===== src/rtl/adc_seq_pkg.sv =====
package adc_seq_pkg;

   typedef enum logic [2:0] {
      SQ_IDLE,
      SQ_LEAD,
      SQ_LOW,
      SQ_HIGH,
      SQ_WAIT
   } sq_state_t;

endpackage


===== src/rtl/adc_seq_sync.sv =====
// Multi-stage synchroniser for the busy line with a registered fall detector.
module adc_seq_sync #(
   parameter int STAGES = 2
) (
   input  logic clk,
   input  logic rst_n,
   input  logic din,
   output logic level,
   output logic fell
);

   logic [STAGES-1:0] chain;
   logic              prev;

   generate
      if (STAGES < 1) begin : g_bad_stages
         $error("adc_seq_sync: STAGES must be at least 1");
      end
      if (STAGES == 1) begin : g_single
         always_ff @(posedge clk or negedge rst_n) begin
            if (!rst_n) chain <= '0;
            else        chain <= din;
         end
      end else begin : g_chain
         always_ff @(posedge clk or negedge rst_n) begin
            if (!rst_n) chain <= '0;
            else        chain <= {chain[STAGES-2:0], din};
         end
      end
   endgenerate

   always_ff @(posedge clk or negedge rst_n) begin
      if (!rst_n) prev <= 1'b0;
      else        prev <= chain[STAGES-1];
   end

   assign level = chain[STAGES-1];
   assign fell  = prev & ~chain[STAGES-1];

endmodule


===== src/rtl/adc_seq_divider.sv =====
// Half-period tick generator; counts only while a frame is active.
module adc_seq_divider #(
   parameter int DIV_W = 8
) (
   input  logic             clk,
   input  logic             rst_n,
   input  logic             run,
   input  logic [DIV_W-1:0] limit,
   output logic             tick
);

   logic [DIV_W-1:0] cnt;
   logic             at_end;

   assign at_end = (cnt == limit);
   assign tick   = run & at_end;

   always_ff @(posedge clk or negedge rst_n) begin
      if (!rst_n)      cnt <= '0;
      else if (!run)   cnt <= '0;
      else if (at_end) cnt <= '0;
      else             cnt <= cnt + 1'b1;
   end

endmodule


===== src/rtl/adc_seq_shreg.sv =====
// Transmit and receive shift registers, MSB first.
module adc_seq_shreg #(
   parameter int W = 16
) (
   input  logic         clk,
   input  logic         rst_n,
   input  logic         load,
   input  logic [W-1:0] load_word,
   input  logic         shift_tx,
   input  logic         shift_rx,
   input  logic         sdi,
   output logic         tx_msb,
   output logic [W-1:0] rx_word
);

   logic [W-1:0] tx_q;
   logic [W-1:0] rx_q;

   always_ff @(posedge clk or negedge rst_n) begin
      if (!rst_n)        tx_q <= '0;
      else if (load)     tx_q <= load_word;
      else if (shift_tx) tx_q <= {tx_q[W-2:0], 1'b0};
   end

   always_ff @(posedge clk or negedge rst_n) begin
      if (!rst_n)        rx_q <= '0;
      else if (shift_rx) rx_q <= {rx_q[W-2:0], sdi};
   end

   assign tx_msb  = tx_q[W-1];
   assign rx_word = rx_q;

endmodule


===== src/rtl/adc_seq_waiter.sv =====
// Decides when the inter-frame wait ends: skip, busy fall or timeout.
module adc_seq_waiter #(
   parameter int TMO_W = 16
) (
   input  logic             clk,
   input  logic             rst_n,
   input  logic             active,
   input  logic             skip,
   input  logic             busy_fell,
   input  logic [TMO_W-1:0] limit,
   output logic             done,
   output logic             expired
);

   logic [TMO_W-1:0] cnt;
   logic             at_limit;

   assign at_limit = (cnt == limit);
   assign expired  = active & ~skip & ~busy_fell & at_limit;
   assign done     = active & (skip | busy_fell | at_limit);

   always_ff @(posedge clk or negedge rst_n) begin
      if (!rst_n)       cnt <= '0;
      else if (!active) cnt <= '0;
      else if (!done)   cnt <= cnt + 1'b1;
   end

endmodule


===== src/rtl/adc_seq_master.sv =====
module adc_seq_master
   import adc_seq_pkg::*;
#(
   parameter int FRAME_W     = 16,
   parameter int DIV_W       = 8,
   parameter int TMO_W       = 16,
   parameter int SYNC_STAGES = 2
) (
   input  logic               clk,
   input  logic               rst_n,
   input  logic               enable,
   input  logic [FRAME_W-1:0] ctrl_word,
   input  logic [DIV_W-1:0]   clk_div,
   input  logic [TMO_W-1:0]   tmo_limit,
   input  logic               skip_busy,
   input  logic               read_only,
   input  logic               busy,
   input  logic               sdi,
   output logic               sclk,
   output logic               fs_n,
   output logic               sdo,
   output logic               res_valid,
   output logic [FRAME_W-1:0] res_data,
   output logic               timeout
);

   localparam int BIT_W = (FRAME_W > 2) ? $clog2(FRAME_W) : 1;
   localparam logic [BIT_W-1:0] LAST_BIT = BIT_W'(FRAME_W - 1);

   generate
      if (FRAME_W < 2) begin : g_bad_frame
         $error("adc_seq_master: FRAME_W must be at least 2");
      end
      if (DIV_W < 1) begin : g_bad_div
         $error("adc_seq_master: DIV_W must be at least 1");
      end
      if (TMO_W < 1) begin : g_bad_tmo
         $error("adc_seq_master: TMO_W must be at least 1");
      end
   endgenerate

   sq_state_t        state;
   logic [BIT_W-1:0] bit_cnt;
   logic             first_q;
   logic             tick;
   logic             in_frame;
   logic             last_bit;
   logic             start;
   logic             busy_lvl;
   logic             busy_fell;
   logic             wait_done;
   logic             wait_tmo;
   logic             tx_msb;
   logic [FRAME_W-1:0] rx_word;
   logic             shift_tx;
   logic             shift_rx;

   assign in_frame = (state == SQ_LEAD) || (state == SQ_LOW) || (state == SQ_HIGH);
   assign last_bit = (bit_cnt == LAST_BIT);
   assign start    = (state == SQ_IDLE) && enable;
   assign shift_tx = tick && ((state == SQ_LEAD) || ((state == SQ_HIGH) && !last_bit));
   assign shift_rx = tick && (state == SQ_LOW);

   adc_seq_sync #(.STAGES(SYNC_STAGES)) u_sync (
      .clk   (clk),
      .rst_n (rst_n),
      .din   (busy),
      .level (busy_lvl),
      .fell  (busy_fell)
   );

   adc_seq_divider #(.DIV_W(DIV_W)) u_div (
      .clk   (clk),
      .rst_n (rst_n),
      .run   (in_frame),
      .limit (clk_div),
      .tick  (tick)
   );

   adc_seq_shreg #(.W(FRAME_W)) u_shreg (
      .clk       (clk),
      .rst_n     (rst_n),
      .load      (start),
      .load_word (read_only ? '0 : ctrl_word),
      .shift_tx  (shift_tx),
      .shift_rx  (shift_rx),
      .sdi       (sdi),
      .tx_msb    (tx_msb),
      .rx_word   (rx_word)
   );

   adc_seq_waiter #(.TMO_W(TMO_W)) u_wait (
      .clk       (clk),
      .rst_n     (rst_n),
      .active    (state == SQ_WAIT),
      .skip      (skip_busy),
      .busy_fell (busy_fell & ~busy_lvl),
      .limit     (tmo_limit),
      .done      (wait_done),
      .expired   (wait_tmo)
   );

   always_ff @(posedge clk or negedge rst_n) begin
      if (!rst_n) begin
         state     <= SQ_IDLE;
         sclk      <= 1'b1;
         fs_n      <= 1'b1;
         sdo       <= 1'b0;
         bit_cnt   <= '0;
         first_q   <= 1'b1;
         res_valid <= 1'b0;
         res_data  <= '0;
         timeout   <= 1'b0;
      end else begin
         res_valid <= 1'b0;
         timeout   <= wait_tmo;
         case (state)
            SQ_IDLE: begin
               if (enable) begin
                  state   <= SQ_LEAD;
                  fs_n    <= 1'b0;
                  bit_cnt <= '0;
               end
            end
            SQ_LEAD: begin
               if (tick) begin
                  state <= SQ_LOW;
                  sclk  <= 1'b0;
                  sdo   <= tx_msb;
               end
            end
            SQ_LOW: begin
               if (tick) begin
                  state <= SQ_HIGH;
                  sclk  <= 1'b1;
               end
            end
            SQ_HIGH: begin
               if (tick) begin
                  if (last_bit) begin
                     state     <= SQ_WAIT;
                     fs_n      <= 1'b1;
                     sdo       <= 1'b0;
                     res_data  <= rx_word;
                     res_valid <= ~first_q;
                     first_q   <= 1'b0;
                  end else begin
                     state   <= SQ_LOW;
                     sclk    <= 1'b0;
                     sdo     <= tx_msb;
                     bit_cnt <= bit_cnt + 1'b1;
                  end
               end
            end
            SQ_WAIT: begin
               if (wait_done) state <= SQ_IDLE;
            end
            default: state <= SQ_IDLE;
         endcase
      end
   end

endmodule


===== config.mk =====
export PLATFORM = sky130hd
export DESIGN_NAME = adc_seq_master
export DESIGN_NICKNAME = d
export VERILOG_FILES = /design/src/rtl/adc_seq_pkg.sv /design/src/rtl/adc_seq_sync.sv /design/src/rtl/adc_seq_divider.sv /design/src/rtl/adc_seq_shreg.sv /design/src/rtl/adc_seq_waiter.sv /design/src/rtl/adc_seq_master.sv
export SDC_FILE = /design/constraint.sdc
export NUM_CORES = 1
export LEC_CHECK = 0
export ABC_AREA = 1
export BUFFER_PORTS_ARGS = -buffer_cell sky130_fd_sc_hd__buf_2
export CORE_MARGIN = 4
export CORE_UTILIZATION = 40
export DETAILED_ROUTE_END_ITERATION = 8
export PLACE_DENSITY_LB_ADDON = 0.05
export SYNTH_ARGS = -nofsm -noshare
export SYNTH_HDL_FRONTEND = slang
export SYNTH_SLANG_ARGS = --single-unit

===== constraint.sdc =====
create_clock -name clk -period 2.6 [get_ports clk]
set_input_delay 0.65 -clock clk [delete_from_list [all_inputs] [get_ports clk]]
set_output_delay 0.65 -clock clk [all_outputs]
set_load 0.05 [all_outputs]

# == Yosys cells after proc, flatten, opt, wreduce, memory -nomap -nowiden ==
# Index checks and enable logic that the tools add are counted.
# W data, S select, Z words.
# classes
eq_ne,15
reduce_logical,19
n_mux,34
add_sub_neg,3
bitwise_logic,13
# ops
cell,n
$mux W16,5
$mux W3,6
$add A16 B1 Y16 const B,1
$eq A16 B16 Y1,1
$mux W8,2
$ne A2 B2 Y1 const B,8
$pmux W3 S5,1
$mux W1,13
$mux W4,3
$reduce_and A5 Y1,2
$add A8 B1 Y8 const B,1
$eq A8 B8 Y1,1
$pmux W4 S2,1
$reduce_and A4 Y1,2
$and A1 B1 Y1,7
$eq A3 B2 Y1 const B,2
$reduce_and A3 Y1,2
$reduce_bool A2 Y1,3
$add A4 B1 Y4 const B,1
$eq A4 B4 Y1 const B,1
$logic_and A1 B1 Y1,4
$not A1 Y1,4
$pmux W1 S2,2
$eq A3 B1 Y1 const B,1
7 further kinds,10
# totals
out_inout_bits,21
input_bits,47
ff_bits,88
wordCells,99

# == Depth between registers and ports, before layout ==
# depth
word_depth,8
depth_mapped,12
mapped_depth_nobuf,11

# == Modules after synthesis ==
# From an unflattened synthesis, not the netlist that was laid out.
# hier_totals
hier_cells,654
area_unflattened_um2,4788.3
# modules_own_cells
mod,area_each_um2,cells_each,instances,seq_area_each_um2
adc_seq_waiter,1428.9,243,1,400.4
adc_seq_master,1408.9,188,1,729.4
adc_seq_shreg,1348.8,147,1,800.8
adc_seq_divider,516.7,71,1,200.2
adc_seq_sync,85.1,5,1,75.1

# == Worst setup path before layout ==
# Ideal clock, no wire load.
# synth_path
path_kind,input -> register
startpoint,in clk_div[0]
endpoint,"reg u_shreg.rx_q[4], in the netlist u_shreg.rx_word[4]"
n_path_buf,1
setup_slack_ps,845
path_stages,9
required_time_ps,2483
arrival_time_ps,1638
setup_ps,117
cell_sequence,xnor2_1 > nand2_1 > nor2_2 > nand2_4 > nor2_8 > nand3_4 > buf_6 > nand2_2 > o21ai_2
# synth_via
elab_chain_len,3
# synth_lines
element,line,text
"start, declared",adc_seq_master.sv:13,"input logic [DIV_W-1:0] clk_div,"
$eq A8 B8 Y1,adc_seq_divider.sv:15,assign at_end = (cnt == limit);
$and A1 B1 Y1,adc_seq_divider.sv:16,assign tick = run & at_end;
$logic_and A1 B1 Y1,adc_seq_master.sv:62,assign shift_rx = tick && (state == SQ_LOW);
"end signal, assigned",adc_seq_shreg.sv:27,"else if (shift_rx) rx_q <= {rx_q[W-2:0], sdi};"
"end, declared",adc_seq_shreg.sv:17,logic [W-1:0] rx_q;
# Every way passes these cells.
# A chain may end at the register's enable or synchronous reset.

# == Final worst setup path ==
# layout_path
startpoint,reg u_div.cnt[3]
endpoint,"reg u_shreg.rx_q[0], in the netlist u_shreg.rx_word[0]"
# layout_via
elab_chain_len,3
# layout_lines
element,line,text
"start, declared",adc_seq_divider.sv:12,logic [DIV_W-1:0] cnt;
"start signal, assigned",adc_seq_divider.sv:22,else cnt <= cnt + 1'b1;
$eq A8 B8 Y1,adc_seq_divider.sv:15,
$and A1 B1 Y1,adc_seq_divider.sv:16,
$logic_and A1 B1 Y1,adc_seq_master.sv:62,
# Every way passes these cells.

==> flow_summary.yaml <==
cts:
  cts_resized: 0
  clockBufferDepth: 2
  cts_hold_buffers: 0
  numClockSinks: 88
  htree_num_levels: 3
  worstSkewPairLatency_ps: 340
  cts_tree: "done"
  postCtsSetupBuffers: 0
  ctsRootBufferMaster: "clkbuf_16"
  cts_buffers: 9
  clkTransAtPathRegs_ps: 60
critical_path:
  path_cells: "xnor2_1 -> nand2_1 -> nor2_2 -> nand2_4 -> nor2_8 -> nand3_4 -> buf_4 -> nand2_1 -> o21ai_2"
  r2r_start: "u_div.cnt[3]$_DFF_PN0_"
  slowest_stage: "dfrtp_1"
  arrival_ps: 2040
  start_kind: "flip-flop"
  worst-setup-path-type: "flip-flop to flip-flop"
  crit_fanout: 33
  slowest_delay_ps: 440
  crit_path_end_kind: "flip-flop"
  crit_start: "u_div.cnt[3]$_DFF_PN0_"
  required_ps: 2820
  cp_common_cell: "nand2_1"
floorplanning:
  die_height_um: 116.9
  initial_utilization: 0.4119
  row_count: 39
  die_w_um: 116.9
  die-area_sq_um: 13660
  coreArea_sq_um: 11520
  pin_count: 68
power:
  ir_drop_mv: 0.2432
  power_density_nw_per_um2: 667.5
  power_leakage_nw: 2.795
logic_synthesis:
  synth_xor_xnor_area_share: 0.04247
  synth_top_family_by_area: "simple AND/OR/NAND/NOR gates"
  synth_top_area_cell: "dfrtp_1"
  synth_commonest_cells: "nand2_1 (161), dfrtp_1 (85), inv_1 (64)"
  synth_top_area_share: 0.4484
  yosys.area_share.simple: 0.2968
  synth_seq_cells: 88
  yosys.area_share.adder: 0.007913
  yosysSeqAreaShare: 0.4650
  netlist_instances: 563
  synth_compound_area_frac: 0.09391
  muxShareOfSynthArea: 0
  async_flop_share: 1.000
  syn_area_per_cell_sq_um: 8.425
  synth.top_cells.by_area: "dfrtp_1 (45%), nand2_1 (13%), inv_1 (5.1%)"
  yosysMostFrequentCell: "nand2_1"
  ys_warn_count: 0
  synth_cell_types: 35
  syn_nets: 613
  yosys_most_used_dff: "dfrtp_1"
  synth_area_sq_um: 4743
  synth-edff-count: 0
sta:
  rsz0062_at_grt: "no"
  fin_crit_sh: 0.7002
  skew_ps: 8.022
  worst_slew_pin_slew_ps: 467.6
  relSlewSlack: 0.6882
  setup-violations-final: 0
  hold_viol: 0
  fin_tns_setup_ps: 0
  max_freq_mhz: 549.3
  period_minus_slack_ps: 1820
  drv_slew: 0
global_route:
  grt_pass1_vias: 3594
  grt_pass1_wl_mm: 17.07
  overflow: 0
  antenna_found_initial: 0
  grt_max_degree: 57
  grt_util_all_layers: 0.1573
placement:
  portBuffers: 67
  hpwl_mm: 7.054
  place_area_sq_um: 5149
  place_congestion: 0.7776
  placed_cells: 763
drt:
  num_vias: 3717
  vias_per_cell: 4.772
  drc: 0
  first_pass_iters: 4
  wirelength_mm: 9.894
  drtAntennaViolNets: 0
  drtIter0Drc: 230
  drt-wirelength-per-cell_um: 12.70
hold_path:
  hold_path_class: "input pin to asynchronous set/reset pin"
final_layout:
  area_growth_pct: 15.06
  antenna_cells: 0
  final_cell_area_sq_um: 5458
  drive_gt1_frac: 0.2358
  post-route-util: 0.4739
  layout.nets: 681
  fin_cells: 779
flow_run:
  cap_viol_max_count: 0
run_status:
  outcome: "completed"
==> critical path: cells and delay by family (launching register included) <==
kind | cells | cell delay [ps]
simple gates | 6 | 720
flops | 1 | 440
buf+inv | 1 | 280
xor+xnor | 1 | 200
compound gates | 1 | 50
==> power by group <==
part	leakage, nW	switching [W]	internal [W]	total, W
sequential	1.20	0.0000995	0.00151	0.00161
combinational	1.46	0.000390	0.000309	0.000699
clock	0.141	0.000541	0.000798	0.00134
==> through the flow <==
stage / setup slack, ps / hold slack (ps) / total power [W]
after floorplan: 844.7 / 331.2 / 0.002195
after global placement: 495.2 / 334.4 / 0.002333
after detailed placement: 476.6 / 345.1 / 0.002342
after CTS: 749.5 / 273.6 / 0.003706
after global routing: 637.2 / 293.7 / 0.003870
final: 779.5 / 261.3 / 0.003643
==> registers in the layout (all words and copies together) (netlist names), 2 cells and up <==
register,count
u_wait.cnt,16
u_div.cnt,8
u_shreg.tx_q,16
res_data,16
u_sync.chain,2
u_shreg.rx_word,16
state,3
bit_cnt,4
==> layer usage <==
layer	vias to the layer above	part of all wire	global-route usage	routed length, um
li1	1926	-	-	-
met1	1711	0.49	0.2200	4846
met2	69	0.45	0.2400	4433
met3	11	0.045	0.03085	449
met4	0	0.017	0.06422	165
met5	-	0	0	0
==> final timing paths <==
check | end | slack [ps] | cells past startpoint
min reg2reg | u_sync.chain[1]$_DFF_PN0_ | 350 | 0
min in group clk | u_sync.chain[1]$_DFF_PN0_ | 350 | 0
max reg2reg | u_shreg.rx_word[0]$_DFFE_PN0P_ | 780 | 9
min | u_div.cnt[7]$_DFF_PN0_ | 260 | 1
max in group asynchronous | sclk$_DFFE_PN1P_ | 1650 | 2
max | u_shreg.rx_word[0]$_DFFE_PN0P_ | 780 | 9
==> kinds of logic after synthesis <==
group | count (synthesis)
flip-flops | 88
buffers and inverters | 85
AND/OR/NAND/NOR | 302
AO/OA/AOI/OAI | 62
adder cells (fa/ha/maj) | 3
XOR/XNOR | 23
==> layout by cell type (no fill, tap or decap), drive strengths merged, types with 3 or more instances in the layout <==
cell type  instances
nand2            182
dfrtp             85
buf               74
inv               67
nand3             49
nor2              42
o21ai             41
xor2              16
a22o              15
nand3b            12
nor3              12
clkbuf            12
xnor2              7
a21oi              4
nand4              4
ha                 3
clkinvlp           3
dfstp              3
==> area by class of cell <==
cell class,count,area [sq um]
Fill cell,1150,6058
Sequential cell,88,2206
Multi-Input combinational cell,390,2092
Timing Repair Buffer,74,402.9
Inverter,68,269.0
Clock buffer,12,256.5
Tap cell,143,178.9
Clock inverter,4,52.55
No activity file was read; power rests on OpenSTA's default activity.
